### config.mk
export PLATFORM = sky130hd
export DESIGN_NAME = pt_xlate
export DESIGN_NICKNAME = d
export VERILOG_FILES = /design/src/rtl/xl_pkg.sv /design/src/rtl/xl_tlb.sv /design/src/rtl/xl_walker.sv /design/src/rtl/pt_xlate.sv
export SDC_FILE = /design/constraint.sdc
export NUM_CORES = 1
export LEC_CHECK = 0
export BUFFER_PORTS_ARGS = -buffer_cell sky130_fd_sc_hd__buf_2
export CAP_MARGIN = 20
export CORE_ASPECT_RATIO = 0.75
export CORE_MARGIN = 10
export CORE_UTILIZATION = 59
export CTS_CLUSTER_DIAMETER = 40
export CTS_CLUSTER_SIZE = 14
export DETAILED_ROUTE_END_ITERATION = 12
export PLACE_DENSITY_LB_ADDON = 0.2
export SLEW_MARGIN = 25
export SYNTH_ARGS = -nofsm -noshare
export SYNTH_HDL_FRONTEND = slang
export SYNTH_SLANG_ARGS = --single-unit
### constraint.sdc
create_clock -name clk -period 6.25 [get_ports clk]
set_clock_uncertainty 0.15 [all_clocks]
set_input_delay 0.625 -clock clk [delete_from_list [all_inputs] [get_ports clk]]
set_output_delay 0.625 -clock clk [all_outputs]
set_load 0.1 [all_outputs]
### src/rtl/xl_pkg.sv
package xl_pkg;

  localparam int unsigned PTE_PRESENT_BIT = 0;
  localparam int unsigned PTE_WRITE_BIT   = 1;

  typedef enum logic [2:0] {
    ST_IDLE  = 3'd0,
    ST_OREQ  = 3'd1,
    ST_OWAIT = 3'd2,
    ST_IREQ  = 3'd3,
    ST_IWAIT = 3'd4,
    ST_FILL  = 3'd5,
    ST_RESP  = 3'd6
  } walk_state_e;

endpackage

### src/rtl/xl_tlb.sv
module xl_tlb #(
  parameter int unsigned DEPTH = 8,
  parameter int unsigned VPN_W = 22,
  parameter int unsigned PFN_W = 22
) (
  input  logic             clk,
  input  logic             rst_n,
  input  logic             flush,
  input  logic [VPN_W-1:0] lk_vpn,
  output logic             lk_hit,
  output logic [PFN_W-1:0] lk_pfn,
  output logic             lk_wr,
  input  logic             fill_en,
  input  logic [VPN_W-1:0] fill_vpn,
  input  logic [PFN_W-1:0] fill_pfn,
  input  logic             fill_wr
);

  localparam int unsigned IDX_W = (DEPTH > 1) ? $clog2(DEPTH) : 1;

  logic [DEPTH-1:0] vld_q;
  logic [VPN_W-1:0] vpn_q [DEPTH];
  logic [PFN_W-1:0] pfn_q [DEPTH];
  logic [DEPTH-1:0] wr_q;
  logic [IDX_W-1:0] ptr_q, ptr_d;
  logic [DEPTH-1:0] match;
  logic [DEPTH-1:0] slot_sel;
  logic             fill_go;

  assign fill_go = fill_en && !flush;

  generate
    for (genvar g = 0; g < DEPTH; g++) begin : g_slot
      assign match[g]    = vld_q[g] && (vpn_q[g] == lk_vpn);
      assign slot_sel[g] = fill_go && (ptr_q == IDX_W'(g));

      always_ff @(posedge clk) begin
        if (slot_sel[g]) begin
          vpn_q[g] <= fill_vpn;
          pfn_q[g] <= fill_pfn;
          wr_q[g]  <= fill_wr;
        end
      end
    end
  endgenerate

  always_comb begin
    lk_pfn = '0;
    lk_wr  = 1'b0;
    for (int k = 0; k < DEPTH; k++) begin
      if (match[k]) begin
        lk_pfn = lk_pfn | pfn_q[k];
        lk_wr  = lk_wr | wr_q[k];
      end
    end
  end

  assign lk_hit = |match;

  always_comb begin
    ptr_d = ptr_q;
    if (fill_go) begin
      if (ptr_q == IDX_W'(DEPTH - 1)) ptr_d = '0;
      else                            ptr_d = ptr_q + 1'b1;
    end
  end

  always_ff @(posedge clk or negedge rst_n) begin
    if (!rst_n) begin
      vld_q <= '0;
      ptr_q <= '0;
    end else begin
      if (flush)        vld_q <= '0;
      else if (fill_go) vld_q <= vld_q | slot_sel;
      if (fill_go)      ptr_q <= ptr_d;
    end
  end

  a_r8_single_match: assert property (@(posedge clk) disable iff (!rst_n)
    $onehot0(match));

  a_r10_flush_empties: assert property (@(posedge clk) disable iff (!rst_n)
    flush |=> (vld_q == '0));

  a_r9_flush_keeps_ptr: assert property (@(posedge clk) disable iff (!rst_n)
    flush |=> $stable(ptr_q));

endmodule

### src/rtl/xl_walker.sv
module xl_walker
  import xl_pkg::*;
#(
  parameter int unsigned ADDR_W  = 32,
  parameter int unsigned OFF_W   = 10,
  parameter int unsigned OUTER_W = 12
) (
  input  logic                    clk,
  input  logic                    rst_n,
  input  logic [ADDR_W-1:0]       ptbr,
  input  logic                    req_valid,
  output logic                    req_ready,
  input  logic [ADDR_W-1:0]       req_vaddr,
  input  logic                    req_write,
  output logic [ADDR_W-OFF_W-1:0] lk_vpn,
  input  logic                    lk_hit,
  input  logic [ADDR_W-OFF_W-1:0] lk_pfn,
  input  logic                    lk_wr,
  output logic                    fill_en,
  output logic [ADDR_W-OFF_W-1:0] fill_vpn,
  output logic [ADDR_W-OFF_W-1:0] fill_pfn,
  output logic                    fill_wr,
  output logic                    mem_rd_valid,
  input  logic                    mem_rd_ready,
  output logic [ADDR_W-1:0]       mem_rd_addr,
  input  logic                    mem_rsp_valid,
  input  logic [ADDR_W-1:0]       mem_rsp_data,
  output logic                    rsp_valid,
  output logic [ADDR_W-1:0]       rsp_paddr,
  output logic                    rsp_fault
);

  localparam int unsigned VPN_W   = ADDR_W - OFF_W;
  localparam int unsigned INNER_W = VPN_W - OUTER_W;

  walk_state_e state_q, state_d;

  logic [ADDR_W-1:0] vaddr_q;
  logic              write_q;
  logic [ADDR_W-1:0] tbase_q, tbase_d;
  logic [ADDR_W-1:0] paddr_q, paddr_d;
  logic              fault_q, fault_d;
  logic              wrbit_q;
  logic              take_req, base_en, res_en;

  logic [OUTER_W-1:0] outer_idx;
  logic [INNER_W-1:0] inner_idx;
  logic [ADDR_W-1:0]  outer_addr, inner_addr;
  logic               ent_present, ent_write;
  logic               unused_ent_bits;

  assign outer_idx  = vaddr_q[ADDR_W-1 -: OUTER_W];
  assign inner_idx  = vaddr_q[OFF_W +: INNER_W];
  assign outer_addr = ptbr + ADDR_W'({outer_idx, 2'b00});
  assign inner_addr = tbase_q + ADDR_W'({inner_idx, 2'b00});

  assign ent_present     = mem_rsp_data[PTE_PRESENT_BIT];
  assign ent_write       = mem_rsp_data[PTE_WRITE_BIT];
  assign unused_ent_bits = ^mem_rsp_data[OFF_W-1:2];

  assign lk_vpn = req_vaddr[ADDR_W-1:OFF_W];

  always_comb begin
    state_d  = state_q;
    take_req = 1'b0;
    base_en  = 1'b0;
    res_en   = 1'b0;
    tbase_d  = {mem_rsp_data[ADDR_W-1:OFF_W], {OFF_W{1'b0}}};
    paddr_d  = '0;
    fault_d  = 1'b0;
    unique case (state_q)
      ST_IDLE: begin
        if (req_valid) begin
          take_req = 1'b1;
          if (lk_hit) begin
            res_en  = 1'b1;
            fault_d = req_write && !lk_wr;
            paddr_d = fault_d ? '0 : {lk_pfn, req_vaddr[OFF_W-1:0]};
            state_d = ST_RESP;
          end else begin
            state_d = ST_OREQ;
          end
        end
      end
      ST_OREQ: begin
        if (mem_rd_ready) state_d = ST_OWAIT;
      end
      ST_OWAIT: begin
        if (mem_rsp_valid) begin
          if (!ent_present) begin
            res_en  = 1'b1;
            fault_d = 1'b1;
            state_d = ST_RESP;
          end else begin
            base_en = 1'b1;
            state_d = ST_IREQ;
          end
        end
      end
      ST_IREQ: begin
        if (mem_rd_ready) state_d = ST_IWAIT;
      end
      ST_IWAIT: begin
        if (mem_rsp_valid) begin
          res_en = 1'b1;
          if (!ent_present || (write_q && !ent_write)) begin
            fault_d = 1'b1;
            state_d = ST_RESP;
          end else begin
            paddr_d = {mem_rsp_data[ADDR_W-1:OFF_W], vaddr_q[OFF_W-1:0]};
            state_d = ST_FILL;
          end
        end
      end
      ST_FILL: state_d = ST_RESP;
      ST_RESP: state_d = ST_IDLE;
      default: state_d = ST_IDLE;
    endcase
  end

  always_ff @(posedge clk or negedge rst_n) begin
    if (!rst_n) state_q <= ST_IDLE;
    else        state_q <= state_d;
  end

  always_ff @(posedge clk) begin
    if (take_req) begin
      vaddr_q <= req_vaddr;
      write_q <= req_write;
    end
    if (base_en) tbase_q <= tbase_d;
    if (res_en) begin
      paddr_q <= paddr_d;
      fault_q <= fault_d;
      wrbit_q <= ent_write;
    end
  end

  assign req_ready    = (state_q == ST_IDLE);
  assign mem_rd_valid = (state_q == ST_OREQ) || (state_q == ST_IREQ);
  assign mem_rd_addr  = (state_q == ST_IREQ) ? inner_addr : outer_addr;
  assign rsp_valid    = (state_q == ST_RESP);
  assign rsp_paddr    = paddr_q;
  assign rsp_fault    = fault_q;
  assign fill_en      = (state_q == ST_FILL);
  assign fill_vpn     = vaddr_q[ADDR_W-1:OFF_W];
  assign fill_pfn     = paddr_q[ADDR_W-1:OFF_W];
  assign fill_wr      = wrbit_q;

  a_r11_ready_only_idle: assert property (@(posedge clk) disable iff (!rst_n)
    req_ready |-> (!mem_rd_valid && !rsp_valid));

  a_r12_hold_read: assert property (@(posedge clk) disable iff (!rst_n)
    (mem_rd_valid && !mem_rd_ready) |=> (mem_rd_valid && $stable(mem_rd_addr)));

  a_r2_single_strobe: assert property (@(posedge clk) disable iff (!rst_n)
    rsp_valid |=> !rsp_valid);

  a_r1_fault_zero_addr: assert property (@(posedge clk) disable iff (!rst_n)
    (rsp_valid && rsp_fault) |-> (rsp_paddr == '0));

  a_r8_fill_then_clean: assert property (@(posedge clk) disable iff (!rst_n)
    fill_en |=> (rsp_valid && !rsp_fault));

endmodule

### src/rtl/pt_xlate.sv
module pt_xlate #(
  parameter int unsigned ADDR_W    = 32,
  parameter int unsigned OFF_W     = 10,
  parameter int unsigned OUTER_W   = 12,
  parameter int unsigned TLB_DEPTH = 8
) (
  input  logic              clk,
  input  logic              rst_n,
  input  logic [ADDR_W-1:0] ptbr,
  input  logic              flush,
  input  logic              req_valid,
  output logic              req_ready,
  input  logic [ADDR_W-1:0] req_vaddr,
  input  logic              req_write,
  output logic              rsp_valid,
  output logic [ADDR_W-1:0] rsp_paddr,
  output logic              rsp_fault,
  output logic              mem_rd_valid,
  input  logic              mem_rd_ready,
  output logic [ADDR_W-1:0] mem_rd_addr,
  input  logic              mem_rsp_valid,
  input  logic [ADDR_W-1:0] mem_rsp_data
);

  localparam int unsigned VPN_W = ADDR_W - OFF_W;

  logic [VPN_W-1:0] lk_vpn, lk_pfn, fill_vpn, fill_pfn;
  logic             lk_hit, lk_wr, fill_en, fill_wr;

  xl_tlb #(
    .DEPTH (TLB_DEPTH),
    .VPN_W (VPN_W),
    .PFN_W (VPN_W)
  ) u_tlb (
    .clk      (clk),
    .rst_n    (rst_n),
    .flush    (flush),
    .lk_vpn   (lk_vpn),
    .lk_hit   (lk_hit),
    .lk_pfn   (lk_pfn),
    .lk_wr    (lk_wr),
    .fill_en  (fill_en),
    .fill_vpn (fill_vpn),
    .fill_pfn (fill_pfn),
    .fill_wr  (fill_wr)
  );

  xl_walker #(
    .ADDR_W  (ADDR_W),
    .OFF_W   (OFF_W),
    .OUTER_W (OUTER_W)
  ) u_walker (
    .clk           (clk),
    .rst_n         (rst_n),
    .ptbr          (ptbr),
    .req_valid     (req_valid),
    .req_ready     (req_ready),
    .req_vaddr     (req_vaddr),
    .req_write     (req_write),
    .lk_vpn        (lk_vpn),
    .lk_hit        (lk_hit),
    .lk_pfn        (lk_pfn),
    .lk_wr         (lk_wr),
    .fill_en       (fill_en),
    .fill_vpn      (fill_vpn),
    .fill_pfn      (fill_pfn),
    .fill_wr       (fill_wr),
    .mem_rd_valid  (mem_rd_valid),
    .mem_rd_ready  (mem_rd_ready),
    .mem_rd_addr   (mem_rd_addr),
    .mem_rsp_valid (mem_rsp_valid),
    .mem_rsp_data  (mem_rsp_data),
    .rsp_valid     (rsp_valid),
    .rsp_paddr     (rsp_paddr),
    .rsp_fault     (rsp_fault)
  );

endmodule

==> results.sh <==
export IMPL_run_status="finished clean"
export IMPL_placed_cells=1805
export IMPL_cp_top_family="compound AO/OA/AOI/OAI gates"
export IMPL_path_class="flip-flop to output port"
export IMPL_rsz0062_at_grt="no"
export IMPL_wl_um=50100
export IMPL_synth_top_area_cell="edfxtp_1"
export IMPL_peakVddDrop_v=0.000242
export IMPL_drt_iter0_markers=1394
export IMPL_powerDensity_nw_per_um2=370
export IMPL_synth_seq_cells=463
export IMPL_worstPathMaxFanout=9
export IMPL_grt_ovfl_total=0
export IMPL_grtUsageMet1=0.339
export IMPL_cp_common_cell="a21oi_1"
export IMPL_min_delay_start="req_write"
export IMPL_cts_tree="done"
export IMPL_clk_pin_slew_ps=60
export IMPL_firstDrtPassIters=5
export IMPL_syn_avg_cell_area_um2=15.6
export IMPL_p_leak_nw=7.74
export IMPL_grt_use_total=0.244
export IMPL_core_area_um2=32300
export IMPL_synth_edff_count=449
export IMPL_final_common_cell="edfxtp_1"
export IMPL_htree_levels=2
export IMPL_fin_crit_sh=0.752
export IMPL_max_stage_delay_ps=610
export IMPL_hold_buffers=1
export IMPL_timing_rr_end="u_walker.rsp_paddr[27]"
export IMPL_io_pins=171
export IMPL_hp_class="input port to flip-flop"
export IMPL_whs_endpoint="u_walker.write_q"
export IMPL_die_area_um2=40400
export IMPL_worst_path_buf_inv=3
export IMPL_grt_pass1_wl_um=73700
export IMPL_synth_cells=1234
export IMPL_maxCapViolCount=0
export IMPL_syn_nets=1359
export IMPL_avgViaCountPerCell=6.18
export IMPL_ctsResizeCount=0
export IMPL_hold_viol=0
export IMPL_num_rows=57
export IMPL_area_growth_pct=14.3
export IMPL_synth_distinct_cells=50
export IMPL_report_final_slew_viol_count=0
export IMPL_synth_seq_area_share=0.716
export IMPL_cp_end_kind="output port"
export IMPL_ys_flop_type="edfxtp_1"
export IMPL_grt_busiest_layer="met2"
export IMPL_insertion_delay_ps=560
export IMPL_fmax_mhz=213
export IMPL_clock_sinks=463
export IMPL_die_h_um=177
export IMPL_clockBufferDepth=3
export IMPL_drive_gt1_frac=0.192
export IMPL_synth_area_um2=19300
export IMPL_ys_warn_count=0
export IMPL_grt_max_degree=47
export IMPL_fin_setup_tns_ps=0
export IMPL_numPortBuffers=162
export IMPL_nets=1538
export IMPL_fin_crit_ps=4700
export IMPL_slew_headroom=0.322
export IMPL_most_common_layout_cells="edfxtp_1 (449), buf_2 (162), xnor2_1 (114)"
export IMPL_drc=0
export IMPL_finalSetupViolCount=0
export IMPL_cp_data_required_time_ps=5470
export IMPL_ff2ff_setup_slack_ps=2510
export IMPL_r2r_start="u_tlb.vpn_q[1][12]"
export IMPL_crit_chain="ha_1 > inv_1 > fa_1 > nor2b_1 > o21a_1 > o21ai_0 > a21oi_1 > nor3_1 > buf_4 > nor4_1 > xnor2_1 > a21oi_1 > buf_2"
export IMPL_wl_per_cell_um=26.4
export IMPL_grt_pass1_vias=11616
export IMPL_hold_depth=1
export IMPL_fin_cells=1893
export IMPL_whs_ps=116
export IMPL_die_w_um=229
export IMPL_antenna_found_initial=6
export IMPL_cts_root_buf="clkbuf_16"
export IMPL_grt_use_met2=0.368
export IMPL_cp_arrival_ps=3930
export IMPL_hpwl_um=31700
export IMPL_start_kind="flip-flop"
export IMPL_synthTopCellsByArea="edfxtp_1 (70%), xnor2_1 (5.2%), xor2_1 (4.9%)"
export IMPL_synth_top_area_frac=0.698
export IMPL_finalPower_mw=8.17
export IMPL_vias=11708
export IMPL_tightest_slew_ps=1020
export IMPL_ys_async_sr_fraction=0.0302
export IMPL_post_cts_buffers=0
export IMPL_critPathSlowestCell="edfxtp_1"
export IMPL_rr_worst_depth=9
export IMPL_antenna_left=0
export IMPL_grt_use_met3=0.0630
export IMPL_start_util=0.598
export IMPL_globalplace_congestion=0.876
export IMPL_cts_buffers=47
==> cells in the mapped netlist (all sizes together), types with 3 or more instances <==
cell type and n:
edfxtp 449, xnor2 114, xor2 109, a22o 56, nand2 53, a22oi 44
nand3 40, nand4 37, buf 34, nor2 33, o21ai 27, nor3 25
clkbuf 24, a221oi 23, nor4 22, a21oi 20, ha 20, and3 14
dfrtp 14, inv 14, a21o 9, nand2b 7, and2 5, nor2b 5
nor3b 5, or3 4, a211o 3, nand3b 3, or4 3
==> state kept, by name, summed over array words and instances, names as in the netlist <==
register,count
u_walker.rsp_fault,1
u_walker.fill_wr,1
u_tlb.pfn_q,176
u_walker.rsp_paddr,32
u_walker.vaddr_q,32
u_walker.write_q,1
u_walker.state_q,3
u_tlb.vld_q,8
u_tlb.vpn_q,176
u_tlb.ptr_q,3
u_walker.tbase_q,22
u_tlb.wr_q,8
==> stage by stage <==
stage	utilization	area [um2]	setup slack (ps)
2_1_floorplan	-	19300	857
3_3_place_gp	0.637	20600	2100
3_5_place_dp	0.637	20600	2060
4_1_cts	0.683	22100	1530
5_1_grt	0.683	22100	1290
6_report	0.683	22100	1550
==> area by class of cell <==
| type | instances | area [um2] |
|---|---|---|
| Clock inverter | 25 | 191 |
| Fill cell | 2173 | 10200 |
| Timing Repair Buffer | 188 | 1010 |
| Sequential cell | 463 | 13800 |
| Multi-Input combinational cell | 698 | 5140 |
| Tap cell | 442 | 553 |
| Clock buffer | 58 | 1280 |
| Antenna cell | 4 | 10.0 |
| Inverter | 15 | 56.3 |
==> per-layer routing <==
| metal | part of all wire | wire length (um) |
|---|---|---|
| met4 | 0.030 | 1500 |
| met1 | 0.42 | 20800 |
| met3 | 0.11 | 5280 |
| met2 | 0.45 | 22500 |
| met5 | 0.00034 | 17 |
==> power breakdown <==
group | internal (mW) | switching (mW)
clock network | 1.51 | 1.17
logic | 0.319 | 1.37
registers | 3.62 | 0.180
total | 5.45 | 2.72
==> worst register-to-register path, delay by kind of cell, from the launching register on <==
kind / cells / cell delay [ps]
xor+xnor: 1 / 150
compound gates: 3 / 910
buf+inv: 1 / 320
flops: 1 / 380
simple gates: 4 / 1720
==> how the worst max path moves through the flow <==
| stage | slack [ps] | from | depth (start not counted) | to |
|---|---|---|---|---|
| 2_1_floorplan | 860 | ptbr[2] | 11 | mem_rd_addr[16] |
| 3_3_place_gp | 2100 | ptbr[2] | 14 | mem_rd_addr[20] |
| 3_5_place_dp | 2060 | req_vaddr[13] | 11 | u_walker.rsp_paddr[19] |
| 4_1_cts | 1530 | u_walker.vaddr_q[20] | 13 | mem_rd_addr[26] |
| 5_1_grt | 1290 | u_walker.vaddr_q[18] | 12 | mem_rd_addr[30] |
| 6_report | 1550 | u_walker.vaddr_q[20] | 13 | mem_rd_addr[26] |
==> cell families after synthesis <==
kind of cell,count (synthesis),share of synthesized area
buf+inv,73,0.0205
compound gates,194,0.0756
xor+xnor,223,0.101
simple gates,258,0.0708
fa+ha+maj,22,0.0150
flops,463,0.716
mux,1,0.000518
No activity file was read; power rests on OpenSTA's default activity.
